## src/rtl/cdpwm_pkg.sv

```systemverilog
package cdpwm_pkg;

  typedef enum logic [1:0] {
    PH_OFF = 2'd0,
    PH_UP  = 2'd1,
    PH_RUN = 2'd2,
    PH_DN  = 2'd3
  } cdpwm_phase_e;

  // High-time count for one period: scale, limit, then apply ramp step.
  function automatic int cdpwm_high(input int samp, input int shift,
                                    input int half, input int hmin,
                                    input int step, input int log_steps);
    int raw;
    int lim;
    raw = half + (samp >>> shift);
    lim = raw;
    if (lim < hmin)            lim = hmin;
    if (lim > 2 * half - hmin) lim = 2 * half - hmin;
    return half + (((lim - half) * step) >>> log_steps);
  endfunction

endpackage

```

## src/rtl/cdpwm_carrier.sv

```systemverilog
module cdpwm_carrier #(
  parameter int PERIOD = 128,
  localparam int CW = $clog2(PERIOD)
) (
  input  logic          clk_i,
  input  logic          rst_ni,
  output logic [CW-1:0] cnt_o,
  output logic          wrap_o
);
  logic [CW-1:0] cnt_q;

  always_ff @(posedge clk_i or negedge rst_ni) begin
    if (!rst_ni)     cnt_q <= '0;
    else if (wrap_o) cnt_q <= '0;
    else             cnt_q <= cnt_q + 1'b1;
  end

  assign wrap_o = (cnt_q == CW'(PERIOD - 1));
  assign cnt_o  = cnt_q;
endmodule

```

## src/rtl/cdpwm_sequencer.sv

```systemverilog
module cdpwm_sequencer
  import cdpwm_pkg::*;
#(
  parameter int STEPS = 8,
  localparam int KW = $clog2(STEPS + 1)
) (
  input  logic          clk_i,
  input  logic          rst_ni,
  input  logic          enable_i,
  input  logic          wrap_i,
  output cdpwm_phase_e  phase_o,
  output logic [KW-1:0] step_nxt_o,
  output logic          ready_o
);
  cdpwm_phase_e  phase_q, phase_n;
  logic [KW-1:0] step_q, step_n;
  logic          ready_q;

  always_comb begin
    phase_n = phase_q;
    step_n  = step_q;
    if (wrap_i) begin
      unique case (phase_q)
        PH_OFF: begin
          step_n = '0;
          if (enable_i) phase_n = PH_UP;
        end
        PH_UP: begin
          if (!enable_i) phase_n = PH_DN;
          else if (step_q == KW'(STEPS - 1)) begin
            step_n  = KW'(STEPS);
            phase_n = PH_RUN;
          end else step_n = step_q + 1'b1;
        end
        PH_RUN: if (!enable_i) phase_n = PH_DN;
        PH_DN: begin
          if (step_q == '0) phase_n = PH_OFF;
          else              step_n  = step_q - 1'b1;
        end
        default: phase_n = PH_OFF;
      endcase
    end
  end

  always_ff @(posedge clk_i or negedge rst_ni) begin
    if (!rst_ni) begin
      phase_q <= PH_OFF;
      step_q  <= '0;
      ready_q <= 1'b0;
    end else begin
      phase_q <= phase_n;
      step_q  <= step_n;
      ready_q <= (phase_q == PH_RUN) && enable_i;
    end
  end

  assign phase_o    = phase_q;
  assign step_nxt_o = step_n;
  assign ready_o    = ready_q;
endmodule

```

## src/rtl/cdpwm_channel.sv

```systemverilog
module cdpwm_channel
  import cdpwm_pkg::*;
#(
  parameter int SW = 16,
  parameter int PERIOD = 128,
  parameter int HMIN = 4,
  parameter int STEPS = 8,
  localparam int CW = $clog2(PERIOD),
  localparam int HW = CW + 1,
  localparam int KW = $clog2(STEPS + 1),
  localparam int HALF = PERIOD / 2,
  localparam int SHIFT = SW - $clog2(HALF) - 1,
  localparam int LOGST = $clog2(STEPS)
) (
  input  logic          clk_i,
  input  logic          rst_ni,
  input  logic          wrap_i,
  input  logic          on_i,
  input  logic [CW-1:0] cnt_i,
  input  logic [SW-1:0] sample_i,
  input  logic [KW-1:0] step_nxt_i,
  output logic [HW-1:0] high_o,
  output logic          pwm_a_o,
  output logic          pwm_b_o
);
  logic [HW-1:0] high_q;
  logic [HW-1:0] high_n;

  always_comb
    high_n = HW'(cdpwm_high(int'($signed(sample_i)), SHIFT, HALF, HMIN,
                            int'(step_nxt_i), LOGST));

  always_ff @(posedge clk_i or negedge rst_ni) begin
    if (!rst_ni)     high_q <= HW'(HALF);
    else if (wrap_i) high_q <= high_n;
  end

  assign pwm_a_o = on_i && ({1'b0, cnt_i} < high_q);
  assign pwm_b_o = on_i && !pwm_a_o;
  assign high_o  = high_q;
endmodule

```

## src/rtl/cdpwm_modulator.sv

```systemverilog
module cdpwm_modulator
  import cdpwm_pkg::*;
#(
  parameter int NCH = 4,
  parameter int SW = 16,
  parameter int PERIOD = 128,
  parameter int HMIN = 4,
  parameter int STEPS = 8,
  localparam int CW = $clog2(PERIOD),
  localparam int HW = CW + 1,
  localparam int KW = $clog2(STEPS + 1)
) (
  input  logic             clk_i,
  input  logic             rst_ni,
  input  logic             enable_i,
  input  logic [NCH*SW-1:0] sample_i,
  output logic [NCH-1:0]   pwm_a_o,
  output logic [NCH-1:0]   pwm_b_o,
  output logic             ready_o
);
  logic [CW-1:0]     carrier_cnt;
  logic              carrier_wrap;
  cdpwm_phase_e      seq_phase;
  logic [KW-1:0]     seq_step_nxt;
  logic              mod_on;
  logic [NCH*HW-1:0] duty_all;

  cdpwm_carrier #(.PERIOD(PERIOD)) u_carrier (
    .clk_i (clk_i),
    .rst_ni(rst_ni),
    .cnt_o (carrier_cnt),
    .wrap_o(carrier_wrap)
  );

  cdpwm_sequencer #(.STEPS(STEPS)) u_seq (
    .clk_i     (clk_i),
    .rst_ni    (rst_ni),
    .enable_i  (enable_i),
    .wrap_i    (carrier_wrap),
    .phase_o   (seq_phase),
    .step_nxt_o(seq_step_nxt),
    .ready_o   (ready_o)
  );

  assign mod_on = (seq_phase != PH_OFF);

  for (genvar c = 0; c < NCH; c++) begin : g_ch
    cdpwm_channel #(
      .SW(SW), .PERIOD(PERIOD), .HMIN(HMIN), .STEPS(STEPS)
    ) u_ch (
      .clk_i     (clk_i),
      .rst_ni    (rst_ni),
      .wrap_i    (carrier_wrap),
      .on_i      (mod_on),
      .cnt_i     (carrier_cnt),
      .sample_i  (sample_i[c*SW +: SW]),
      .step_nxt_i(seq_step_nxt),
      .high_o    (duty_all[c*HW +: HW]),
      .pwm_a_o   (pwm_a_o[c]),
      .pwm_b_o   (pwm_b_o[c])
    );
  end
endmodule

```

## config.mk

```make
export PLATFORM = sky130hd
export DESIGN_NAME = cdpwm_modulator
export DESIGN_NICKNAME = d
export VERILOG_FILES = /design/src/rtl/cdpwm_pkg.sv /design/src/rtl/cdpwm_carrier.sv /design/src/rtl/cdpwm_sequencer.sv /design/src/rtl/cdpwm_channel.sv /design/src/rtl/cdpwm_modulator.sv
export SDC_FILE = /design/constraint.sdc
export NUM_CORES = 1
export LEC_CHECK = 0
export ABC_AREA = 1
export BUFFER_PORTS_ARGS = -buffer_cell sky130_fd_sc_hd__buf_2
export CORE_UTILIZATION = 45
export DETAILED_ROUTE_END_ITERATION = 10
export SETUP_SLACK_MARGIN = 0.3
export SYNTH_ARGS = -nofsm -noshare
export SYNTH_HDL_FRONTEND = slang
export SYNTH_SLANG_ARGS = --single-unit
```

## constraint.sdc

```tcl
create_clock -name clk_i -period 5.3 [get_ports clk_i]
set_input_delay 0.795 -clock clk_i [delete_from_list [all_inputs] [get_ports clk_i]]
set_output_delay 0.795 -clock clk_i [all_outputs]
set_load 0.05 [all_outputs]
```

After elaboration in Yosys (flattened, before gate mapping)
Index checks and enable logic that the tools add are counted.

storage, ports and cells
  register bits = 46
  output and inout port bits = 9
  word-level logic and storage cells = 85

cells by class
  add/subtract/negate cells = 15
  multipliers = 4
  $lt $le $gt $ge = 12
  eq/ne operators = 9
  multiplexer cells = 20
  reductions and logical operators = 17

operator list
  operator                                                               number
  32-bit 2-to-1 mux                                                      8
  32-bit by 8-bit > comparator with 1-bit output, second input constant  4
  32-bit by 4-bit < comparator with 1-bit output, second input constant  4
  32-bit by 5-bit multiplier with 11-bit output                          4
  32-bit by 8-bit subtractor with 32-bit output, second input constant   4
  8-bit by 7-bit adder with 9-bit output, first input constant           4
  8-bit adder, first input constant                                      4
  7-bit by 8-bit < comparator with 1-bit output                          4
  4-bit 2-to-1 mux                                                       4
  4-bit case mux with 3 select lines                                     1
  2-bit 2-to-1 mux                                                       5
  1-bit logical AND                                                      9
  2-bit case mux with 4 select lines                                     1
  7-bit by 1-bit adder with 7-bit output, second input constant          1
  7-bit equality test, second input constant                             1
  7-bit 2-to-1 mux                                                       1
  5-bit AND reduction                                                    1
  4-bit by 1-bit adder with 4-bit output, second input constant          1
  2-bit equality test, second input constant                             2
  4-bit by 3-bit equality test with 1-bit output, second input constant  1
  1-bit logical NOT                                                      4
  4-bit logical NOT                                                      1
  2-bit != test, second input constant                                   2
  4-bit by 1-bit subtractor with 4-bit output, second input constant     1
  5 further kinds                                                        5

Depth between registers and ports, before layout
Gate-level depths: netlist of the first run.

  depth after elaboration = 8
  depth in mapped cells = 28
  gate-level depth less buffers = 26

By module
A second synthesis of the first run with hierarchy kept.

unflattened totals
  cells, all modules = 1,001
  area, all modules = 7,290.7 µm²

modules (own cells, without submodules)
  module                        instances  cells each  area each (µm²)  seq. area each (µm²)
  cdpwm_channel (g_ch[0].u_ch)  1          220         1,624.1          201.4
  cdpwm_channel (g_ch[1].u_ch)  1          219         1,592.8          201.4
  cdpwm_channel (g_ch[3].u_ch)  1          220         1,591.5          201.4
  cdpwm_channel (g_ch[2].u_ch)  1          221         1,577.8          201.4
  cdpwm_sequencer               1          82          580.6            175.2
  cdpwm_carrier                 1          36          312.8            175.2
  cdpwm_modulator               1          3           11.3             0.0

Least setup slack after synthesis of the first run
Ideal clock, no wire load.

  path kind = flip-flop to flip-flop
  start = reg u_carrier.cnt_q[1] (netlist: u_carrier.cnt_o[1])
  end = reg g_ch[1].u_ch.high_q[5]
  setup time = 130 ps
  data arrival time = 4,624 ps
  data required time = 5,170 ps
  setup slack = 546 ps
  stages on the path, launching flop included = 25
  path buffers = 2
  clock period less this slack = 4,754 ps
  cell sequence = dfrtp_1 > ha_1 > nand2_1 > nor2_2 > nand2_2 > buf_6 > nor2_8 > o211ai_1 > o21ai_1 > clkbuf_1 > nor2_1 > ha_1 > fa_1 > inv_1 > fa_1 > inv_1 > ha_1 > a21o_1 > a31oi_1 > nor2_1 > o21ai_0 > nand2_1 > or2_2 > nand3_1 > o21ai_0

on the way
  cells in the longest elaborated chain, start to end = 4

ends and longest elaborated chain
  what                                           line                   source
  start, declared                                cdpwm_carrier.sv:10    logic [CW-1:0] cnt_q;
  start signal, assigned                         cdpwm_carrier.sv:15    else cnt_q <= cnt_q + 1'b1;
  7-bit equality test (*)                        cdpwm_carrier.sv:18    assign wrap_o = (cnt_q == CW'(PERIOD - 1));
  4-bit 2-to-1 mux                               cdpwm_sequencer.sv:22  if (wrap_i) begin
  32-bit by 5-bit multiplier with 11-bit output  cdpwm_pkg.sv:20        return half + (((lim - half) * step) >>> log_steps);
  8-bit adder                                    cdpwm_pkg.sv:20
  end signal, assigned                           cdpwm_channel.sv:34    if (!rst_ni) high_q <= HW'(HALF);
  end signal, assigned                           cdpwm_channel.sv:35    else if (wrap_i) high_q <= high_n;
  end, declared                                  cdpwm_channel.sv:26    logic [HW-1:0] high_q;

Every way passes the cells marked *; elsewhere a longest branch is shown, timed or not.
A chain may end at the register's enable or synchronous reset.

Worst setup path after layout of the first run
  start = reg u_carrier.cnt_q[0] (netlist: u_carrier.cnt_o[0])
  end = reg g_ch[1].u_ch.high_q[7]

on the way
  cells in the longest elaborated chain, start to end = 4

ends and longest elaborated chain
  what                                           line                   source
  7-bit equality test                            cdpwm_carrier.sv:18
  4-bit 2-to-1 mux                               cdpwm_sequencer.sv:22
  net g_ch[0].u_ch.step_nxt_i[3]                 cdpwm_channel.sv:21    input logic [KW-1:0] step_nxt_i,
  32-bit by 5-bit multiplier with 11-bit output  cdpwm_pkg.sv:20
  8-bit adder                                    cdpwm_pkg.sv:20

The timed path passes the listed nets, and every way through them passes these cells.

==> flow_summary_export.csv, run 1 <==
group,metric,value,unit
outcome,status,"finished, final reports clean",
logic_synthesis,synth_most_common_cell,"inv_1",
detailed_routing,drc,0,
cells_and_area,nFillCells,1657,
detailed_routing,ant_nets,0,
clock_tree,cts_tree,"built",
die,ios,76,
sta,slew_viol_final,0,
logic_synthesis,ys_seq_elements,46,
detailed_routing,drt_iter0_markers,339,
sta,fmax,212,MHz
global_route,grt_pass1_wl,28700,um
detailed_routing,wl_per_cell,13.4,um
global_route,overflow,0,
clock_tree,clockRootBuffer,"clkbuf_16",
die,core-area,15900,um^2
global_route,antenna_found_initial,0,
critical_path,worstSetupEndpointType,"flop",
logic_synthesis,yosysSeqAreaShare,0.158,
clock_tree,cts_buffers,5,
flow_run,drv_cap,0,
critical_path,crit_path_start_kind,"flop",
critical_path,crit_fanout,7,
logic_synthesis,synth_top_flop_cell,"dfrtp_1",
logic_synthesis,ys_types,42,
die,num_rows,46,
critical_path,crit_arrival,4.90,ns
pwr,power.total,0.000710,W
pwr,peakVddDrop,0.125,mV
pwr,switching_power,0.000170,W
critical_path,crit_path_frequent_cell,"nand2_1",
clock_tree,clk_path_buf_depth,2,
pwr,p_comb_frac,0.070,
clock_tree,clock_latency,0.28,ns
die,dieHeight,130,um
sta,finalSetupTns,0,ns
placement,gp_congestion,0.838,
placement,place_area,7810,um^2
logic_synthesis,avgSynthCellArea,7.06,um^2
critical_path,critPathKind,"flop to flop",
cells_and_area,fin_util,0.515,
cells_and_area,drive_above_1_share,0.121,
logic_synthesis,synth_warnings,0,
sta,hold_violations,0,
detailed_routing,wl,17600,um
logic_synthesis,synth_common_cells,"inv_1 (227), nand2_1 (194), nor2_1 (117)",
critical_path,critPathSlowestCell,"fa_1",
logic_synthesis,synthTopCellsByArea,"ha_1 (17%), fa_1 (15%), dfrtp_1 (14%)",
logic_synthesis,synth_edf_count,0,
logic_synthesis,synth_area,7340,um^2
critical_path,crit_family,"adder cells",
cells_and_area,nets,1316,
logic_synthesis,synth_cells,1040,
die,dieWidth,130,um
critical_path,cpPeakStageDelay,0.50,ns
sta,period_minus_slack,4.72,ns
cells_and_area,final_cell_area,8180,um^2
logic_synthesis,synth_top_area_frac,0.172,
pwr,swShare,0.240,
critical_path,critPathBufInv,7,
detailed_routing,dr_total_vias,6326,
sta,timing.hold.ws,0.480,ns
die,die_area,16800,um^2
logic_synthesis,synthArstFlopShare,1.00,
cells_and_area,antenna_cells,0,
pwr,power.clock.fraction,0.435,
global_route,grt_pass1_vias,5936,
logic_synthesis,syn_nets,1264,
logic_synthesis,synth_top_area_cell,"ha_1",
clock_tree,htree_levels,2,
clock_tree,clock_sinks,46,
sta,worst_clock_skew,0.00435,ns
critical_path,crit_required,5.48,ns
cells_and_area,area_growth,11.4,%
sta,slew_headroom,0.299,
clock_tree,holdBufCountCts,0,
placement,port_buffers,39,
pwr,seq_power_share,0.494,
pwr,powerDensity,86.8,nW/um^2
sta,rsz0062_at_grt,"false",
detailed_routing,viasPerCell,4.83,
global_route,grt_max_degree,47,
sta,period_share,0.891,
pwr,leakagePower,4.82,nW
global_route,grt.total_usage,0.218,
detailed_routing,dr.pass1.iters,5,
hold_path,hold_class,"flop to flop",
die,start_util,0.462,
placement,dp_hpwl,13600,um
sta,worst_slew_pin_slew,1.05,ns
clock_tree,path_clk_slew,0.07,ns
pwr,internal_power,0.000540,W
sta,finalSetupViolCount,0,
power groups by stage:
stage | Combinational [W] | Clock (W) | Sequential (W)
2_1_floorplan | 0.0000207 | 0 | 0.000358
3_3_place_gp | 0.0000507 | 0 | 0.000358
3_5_place_dp | 0.0000505 | 0 | 0.000358
4_1_cts | 0.0000506 | 0.000316 | 0.000351
5_1_grt | 0.0000580 | 0.000333 | 0.000351
6_report | 0.0000499 | 0.000309 | 0.000351
cells by family (layout without fill, tap and decap cells):
kind of cell / after synthesis / count (layout) / synth area share
and+or+nand+nor: 450 / 450 / 0.272
buffers and inverters: 260 / 312 / 0.142
adders and majority gates: 157 / 157 / 0.325
AOI/OAI and AO/OA: 115 / 116 / 0.0893
DFF: 46 / 46 / 0.158
xor gates and xnor gates: 12 / 12 / 0.0143
layout by cell type, fill, tap and decap left out, types with 3 or more instances in the layout:
cell type	count
inv_1	226
nand2_1	194
nor2_1	117
ha_1	97
nand3_1	84
fa_1	56
o21ai_0	39
buf_2	39
dfrtp_1	38
a21oi_1	37
buf_4	30
nand4_1	18
xor2_1	12
or2_2	8
nand2_2	7
o211ai_1	7
a31oi_1	6
nor3_1	6
clkbuf_16	5
a21boi_0	4
ha_2	4
dfstp_2	4
dfrtp_2	4
o21ai_4	3
nand3_4	3
nand3_2	3
a211oi_1	3
o31ai_2	3
worst reg2reg max path: stages, from the launching register on:
cell,delay [ns]
dfrtp_1,0.38
ha_1,0.23
nand2_1,0.11
nor2_2,0.05
nand2_2,0.12
nor2_8,0.07
buf_4,0.14
o21ai_4,0.36
clkinvlp_4,0.15
buf_4,0.20
buf_4,0.15
nand2_1,0.05
ha_1,0.24
fa_1,0.50
inv_1,0.05
fa_1,0.49
inv_1,0.04
ha_1,0.35
nand2_1,0.11
nor2_1,0.05
a211oi_1,0.17
o31ai_1,0.15
inv_1,0.09
nand3_1,0.07
nand2_1,0.07
nand3_1,0.06
nand3_1,0.09
nand2_1,0.06
state kept, by name, summed over array words and instances (netlist names):
name              count
u_seq.phase_o         2
u_carrier.cnt_o       7
u_seq.ready_o         1
g_ch.u_ch.high_o     32
u_seq.step_q          4
routing by layer:
metal / vias to the layer above / track usage / wire (um)
met1: 2865 / 0.304 / 8680
met4: 0 / 0.0301 / 145
met3: 7 / 0.0148 / 466
met5: - / 0 / 0
met2: 84 / 0.378 / 8300
li1: 3370 / - / -
worst paths after layout:
kind	startpoint	slack (ns)	to	cells after the start
max in group asynchronous	rst_ni	3.89	u_carrier.cnt_o[2]$_DFF_PN0_	1
hold / removal	g_ch[1].u_ch.high_o[0]$_DFFE_PN0N_	0.48	g_ch[1].u_ch.high_o[0]$_DFFE_PN0N_	2
setup / recovery	u_carrier.cnt_o[0]$_DFF_PN0_	0.58	g_ch[1].u_ch.high_o[7]$_DFFE_PN0N_	27
min in group asynchronous	rst_ni	0.70	u_seq.phase_o[0]$_DFFE_PN0P_	1
hold reg to reg	g_ch[1].u_ch.high_o[0]$_DFFE_PN0N_	0.48	g_ch[1].u_ch.high_o[0]$_DFFE_PN0N_	2
setup reg to reg	u_carrier.cnt_o[0]$_DFF_PN0_	0.58	g_ch[1].u_ch.high_o[7]$_DFFE_PN0N_	27
what timing repair did:
action                                 4_1_cts  5_1_grt
cloned                                       0        1
endpoints found under the hold margin        0        0
setup buffers                                0       13
setup endpoints to repair                    1       12
resized for setup                            1       23
pin swaps                                    0        2
final cells by class:
class | instances | area, um^2 | share of cell area
clock buffers | 5 | 125 | 0.0153
inverters | 231 | 871 | 0.106
clock inverters | 3 | 21.3 | 0.00260
repair buffers | 73 | 483 | 0.0590
well taps | 216 | 270 | 0.0330
multi-input cells | 735 | 5250 | 0.642
flip-flops and latches | 46 | 1160 | 0.142
through the flow:
stage | std cells | worst slack (ns)
final | 1309 | 0.577
after global routing | 1309 | 0.286
after CTS | 1295 | 0.322
after detailed placement | 1287 | 0.244
after global placement | 1287 | 0.239
after floorplan | 1040 | 0.546
No activity file was read; power rests on OpenSTA's default activity.
==> run 2, diff against run 1 <==
--- a/config.mk
+++ b/config.mk
@@ -7,8 +7,9 @@
 export LEC_CHECK = 0
 export ABC_AREA = 1
 export BUFFER_PORTS_ARGS = -buffer_cell sky130_fd_sc_hd__buf_2
-export CORE_UTILIZATION = 45
+export CORE_UTILIZATION = 50
 export DETAILED_ROUTE_END_ITERATION = 10
+export PLACE_DENSITY = 0.69
 export SETUP_SLACK_MARGIN = 0.3
 export SYNTH_ARGS = -nofsm -noshare
 export SYNTH_HDL_FRONTEND = slang
==> flow_summary_export.csv, run 2 (synthesis gave the netlist of run 1 again) <==
group,metric,value,unit
die,core-area,14100,um^2
detailed_routing,ant_nets,0,
die,num_rows,43,
detailed_routing,drt_iter0_markers,290,
die,ios,76,
outcome,status,"finished, final reports clean",
placement,place_inst,1248,
flow_run,drv_cap,0,
critical_path,critPathKind,"flop to flop",
clock_tree,clock_sinks,46,
sta,rsz0062_at_grt,"true",
die,dieHeight,123,um
detailed_routing,wl_per_cell,14.0,um
clock_tree,clockRootBuffer,"clkbuf_16",
sta,period_minus_slack,4.79,ns
global_route,grt.total_usage,0.240,
detailed_routing,dr_total_vias,6463,
critical_path,critPathBufInv,3,
critical_path,critPathSlowestCell,"fa_1",
global_route,antenna_found_initial,0,
placement,port_buffers,39,
placement,place_area,7730,um^2
clock_tree,cts_buffers,5,
cells_and_area,area_growth,9.72,%
pwr,powerDensity,88.6,nW/um^2
detailed_routing,viasPerCell,5.10,
critical_path,crit_fanout,6,
critical_path,cpPeakStageDelay,0.53,ns
cells_and_area,drive_above_1_share,0.114,
die,dieWidth,123,um
critical_path,crit_path_start_kind,"flop",
placement,dp_hpwl,13200,um
global_route,grt_pass1_vias,6031,
detailed_routing,drc,0,
sta,hold_violations,0,
die,die_area,15200,um^2
sta,worst_clock_skew,0.00774,ns
sta,finalSetupTns,0,ns
cells_and_area,finalNonFillerCells,1267,
clock_tree,clk_path_buf_depth,2,
cells_and_area,nFillCells,1389,
critical_path,path_cells,"ha_1, nand2_1, nor2_2, nand2_2, nor2_8, o211ai_1, o21ai_4, buf_4, nor2_1, ha_1, fa_1, inv_1, fa_1, inv_1, ha_1, a21o_1, a31oi_4, nor2_1, o21ai_0, nand2_1, or2_2, nand3_1, o21ai_0",
critical_path,crit_family,"adder cells",
placement,place_worst_setup_slack,0.145,ns
sta,finalSetupViolCount,0,
cells_and_area,nets,1310,
cells_and_area,final_cell_area,8050,um^2
sta,slew_viol_final,0,
cells_and_area,mostFrequentLayoutCells,"inv_1 (224), nand2_1 (194), nor2_1 (117)",
placement,gp_congestion,0.835,
clock_tree,htree_levels,2,
global_route,grt_max_degree,47,
cells_and_area,largest_reg_flops,32,
sta,worst_slack,0.507,ns
sta,worst_slew_pin_slew,1.06,ns
die,start_util,0.521,
pwr,leakagePower,4.77,nW
clock_tree,clock_latency,0.29,ns
sta,period_share,0.904,
pwr,peakVddDrop,0.103,mV
global_route,grt_pass1_wl,28500,um
cells_and_area,antenna_cells,0,
critical_path,crit_required,5.46,ns
hold_path,hold_class,"flop to flop",
sta,fmax,209,MHz
clock_tree,cts_tree,"built",
sta,slew_headroom,0.292,
critical_path,crit_arrival,4.95,ns
detailed_routing,wl,17700,um
global_route,overflow,0,
clock_tree,path_clk_slew,0.07,ns
cells_and_area,final_common_cell,"inv_1",
critical_path,crit_path_frequent_cell,"ha_1",
cells_and_area,fin_util,0.571,
critical_path,worstSetupEndpointType,"flop",
detailed_routing,dr.pass1.iters,5,
==> run 2: cell count changes in the layout (fill, tap and decap cells not counted), sizes merged <==
cell and delta:
buf -7, clkbuf +1, clkinvlp -1, o21ai +1
==> run 2: layout make-up <==
cell class | count | area [um^2] | area share
clock buffers | 6 | 129 | 0.0160
repair buffers | 66 | 398 | 0.0494
flip-flops and latches | 46 | 1160 | 0.144
well taps | 180 | 225 | 0.0280
clock inverters | 2 | 13.8 | 0.00171
multi-input cells | 736 | 5260 | 0.653
inverters | 231 | 871 | 0.108
==> run 2: stage by stage <==
step | total power, W | hold slack (ns)
finish | 0.000713 | 0.484
global route | 0.000736 | 0.519
floorplan | 0.000378 | 0.443
detailed placement | 0.000408 | 0.473
global placement | 0.000408 | 0.460
CTS | 0.000719 | 0.487
==> run 2: per-layer routing <==
layer / up-vias / routed length [um] / track usage
met3: 13 / 1030 / 0.0235
met2: 132 / 8150 / 0.398
met1: 2958 / 8210 / 0.337
met4: 0 / 320 / 0.0587
li1: 3360 / - / -
met5: - / 0 / 0
==> run 2: repair_timing <==
action                                  4_1_cts  5_1_grt
gates cloned                                  0        2
setup buffers                                 0        9
hold endpoints to repair                      0        0
endpoints found under the setup margin        7       12
hold buffers                                  0        0
resized for setup                             3       19
pin swaps                                     0        3
==> run 2: worst min-delay path, cell delays in order (launching register included) <==
cell	delay, ns
dfrtp_1	0.34
nand2_1	0.05
o21ai_0	0.06
==> run 2: path summary, 6_finish.rpt <==
| check | startpoint | end | slack, ns | depth (start not counted) |
|---|---|---|---|---|
| min | g_ch[2].u_ch.high_o[0]$_DFFE_PN0N_ | g_ch[2].u_ch.high_o[0]$_DFFE_PN0N_ | 0.48 | 2 |
| max | u_carrier.cnt_o[0]$_DFF_PN0_ | g_ch[1].u_ch.high_o[5]$_DFFE_PN0N_ | 0.51 | 23 |
| max reg2reg | u_carrier.cnt_o[0]$_DFF_PN0_ | g_ch[1].u_ch.high_o[5]$_DFFE_PN0N_ | 0.51 | 23 |
| min reg2reg | g_ch[2].u_ch.high_o[0]$_DFFE_PN0N_ | g_ch[2].u_ch.high_o[0]$_DFFE_PN0N_ | 0.48 | 2 |
| max in group asynchronous | rst_ni | u_seq.phase_o[1]$_DFFE_PN0P_ | 3.88 | 1 |
| min in group asynchronous | rst_ni | u_seq.step_q[1]$_DFF_PN0_ | 0.69 | 1 |
==> run 2: where the power goes <==
part	internal, W	switching [W]
clock	0.000175	0.000136
sequential	0.000351	0
combinational	0.0000142	0.0000365
==> run 3, diff against run 2 <==
--- a/config.mk
+++ b/config.mk
@@ -10,6 +10,7 @@
 export CORE_UTILIZATION = 50
 export DETAILED_ROUTE_END_ITERATION = 10
 export PLACE_DENSITY = 0.69
+export REMOVE_ABC_BUFFERS = 1
 export SETUP_SLACK_MARGIN = 0.3
 export SYNTH_ARGS = -nofsm -noshare
 export SYNTH_HDL_FRONTEND = slang
==> flow_summary_export.csv, run 3 (synthesis gave the netlist of run 1 again) <==
group,metric,value,unit
sta,slew_headroom,0.301,
die,die_area,15200,um^2
cells_and_area,antenna_cells,0,
sta,slew_viol_final,0,
cells_and_area,final_cell_area,8070,um^2
cells_and_area,mostFrequentLayoutCells,"inv_1 (226), nand2_1 (194), nor2_1 (117)",
hold_path,hold_path_depth,2,
detailed_routing,dr.pass1.iters,4,
critical_path,crit_required,5.46,ns
flow_run,drv_cap,0,
cells_and_area,nFillCells,1380,
cells_and_area,nets,1311,
critical_path,rrSetupSlack,0.50,ns
critical_path,path_cells,"ha_1, nand2_1, nor2_2, nand2_2, nor2_8, o211ai_1, buf_4, o21ai_4, buf_4, nor2_1, ha_1, fa_1, inv_1, fa_1, inv_1, ha_1, a21o_1, a31oi_2, nor2_1, nor2_1, inv_1, a21oi_1, xor2_1, o21ai_0",
clock_tree,clock_sinks,46,
clock_tree,cts_buffers,5,
global_route,grt_pass1_wl,27700,um
placement,gp_congestion,0.835,
critical_path,critPathSlowestCell,"fa_1",
clock_tree,htree_levels,2,
placement,port_buffers,39,
clock_tree,clock_latency,0.28,ns
global_route,overflow,0,
critical_path,r2r_start,"u_carrier.cnt_o[0]$_DFF_PN0_",
critical_path,crit_family,"adder cells",
sta,period_share,0.906,
critical_path,worstSetupEndpointType,"flop",
critical_path,r2r_end,"g_ch[0].u_ch.high_o[5]$_DFFE_PN0N_",
critical_path,crit_arrival,4.96,ns
pwr,peakVddDrop,0.125,mV
clock_tree,clockRootBuffer,"clkbuf_16",
sta,rsz0062_at_grt,"true",
cells_and_area,largest_reg_flops,32,
detailed_routing,drc,0,
sta,period_minus_slack,4.80,ns
sta,timing.hold.ws,0.480,ns
critical_path,cpPeakStageDelay,0.54,ns
global_route,antenna_found_initial,0,
sta,finalSetupViolCount,0,
critical_path,crit_fanout,6,
global_route,grt_max_degree,47,
die,dieWidth,123,um
hold_path,hp-start,"g_ch[3].u_ch.high_o[7]$_DFFE_PN0N_",
clock_tree,clk_path_buf_depth,2,
die,num_rows,43,
clock_tree,path_clk_slew,0.07,ns
sta,worst_slack,0.501,ns
outcome,status,"finished, final reports clean",
detailed_routing,dr_total_vias,6472,
placement,dp_hpwl,12900,um
pwr,powerDensity,88.9,nW/um^2
cells_and_area,final_common_cell,"inv_1",
detailed_routing,drt_iter0_markers,325,
sta,hold_violations,0,
placement,place_worst_setup_slack,0.266,ns
die,start_util,0.521,
critical_path,critPathBufInv,5,
critical_path,reg2regPathDepth,24,
cells_and_area,fin_util,0.573,
global_route,grt_pass1_vias,6121,
global_route,grt.total_usage,0.231,
hold_path,holdPathEnd,"g_ch[3].u_ch.high_o[7]$_DFFE_PN0N_",
pwr,leakagePower,4.80,nW
detailed_routing,ant_nets,0,
sta,worst_slew_pin_slew,1.05,ns
cells_and_area,drive_above_1_share,0.113,
hold_path,hold_class,"flop to flop",
critical_path,crit_path_start_kind,"flop",
die,dieHeight,123,um
detailed_routing,wl_per_cell,13.2,um
placement,place_area,7750,um^2
sta,fmax,208,MHz
cells_and_area,area_growth,10.0,%
die,core-area,14100,um^2
detailed_routing,wl,16700,um
clock_tree,cts_tree,"built",
die,ios,76,
critical_path,critPathKind,"flop to flop",
detailed_routing,viasPerCell,5.10,
sta,worst_clock_skew,0.00418,ns
## run 3: stage by stage
stage | cells | total power (W) | TNS, ns
2_1_floorplan | 1011 | 0.000376 | -4.42
3_3_place_gp | 1249 | 0.000407 | 0
3_5_place_dp | 1249 | 0.000407 | 0
4_1_cts | 1257 | 0.000725 | 0
5_1_grt | 1268 | 0.000751 | 0
6_report | 1268 | 0.000718 | 0
## run 3: worst max path at each step
stage	start	cells past startpoint	endpoint	slack [ns]
finish	u_carrier.cnt_o[0]$_DFF_PN0_	24	g_ch[0].u_ch.high_o[5]$_DFFE_PN0N_	0.50
global route	u_carrier.cnt_o[0]$_DFF_PN0_	23	g_ch[1].u_ch.high_o[5]$_DFFE_PN0N_	0.19
CTS	u_carrier.cnt_o[0]$_DFF_PN0_	22	g_ch[0].u_ch.high_o[5]$_DFFE_PN0N_	0.34
detailed placement	enable_i	21	g_ch[0].u_ch.high_o[5]$_DFFE_PN0N_	0.27
global placement	enable_i	21	g_ch[0].u_ch.high_o[5]$_DFFE_PN0N_	0.30
floorplan	u_carrier.cnt_o[1]$_DFF_PN0_	21	g_ch[1].u_ch.high_o[5]$_DFFE_PN0N_	-0.56
## run 3: area by class of cell
type / instances / area, um^2 / area share
repair buffers: 68 / 429 / 0.0532
well taps: 180 / 225 / 0.0279
clock inverters: 3 / 25.0 / 0.00310
clock buffers: 5 / 125 / 0.0155
multi-input cells: 735 / 5240 / 0.649
flip-flops and latches: 46 / 1160 / 0.143
inverters: 231 / 875 / 0.108
## run 3: repair_timing
action / 4_1_cts / 5_1_grt
setup buffers: 0 / 10
endpoints found under the setup margin: 0 / 12
hold buffers: 0 / 0
resized for setup: 0 / 18
## run 3: layer usage
metal | share of wire | track usage
met1 | 0.48 | 0.313
met2 | 0.47 | 0.403
met3 | 0.038 | 0.0249
met4 | 0.011 | 0.0346
met5 | 0 | 0
## run 3: where the power goes
part | switching [W] | total (W) | internal, W
sequential | 0 | 0.000351 | 0.000351
clock | 0.000141 | 0.000318 | 0.000177
combinational | 0.0000349 | 0.0000491 | 0.0000142
total | 0.000176 | 0.000718 | 0.000543
## run 3: tightest hold or removal path, stage by stage (launching register included)
cell	delay, ns
dfrtp_1	0.34
nand2_1	0.05
nand2_1	0.05
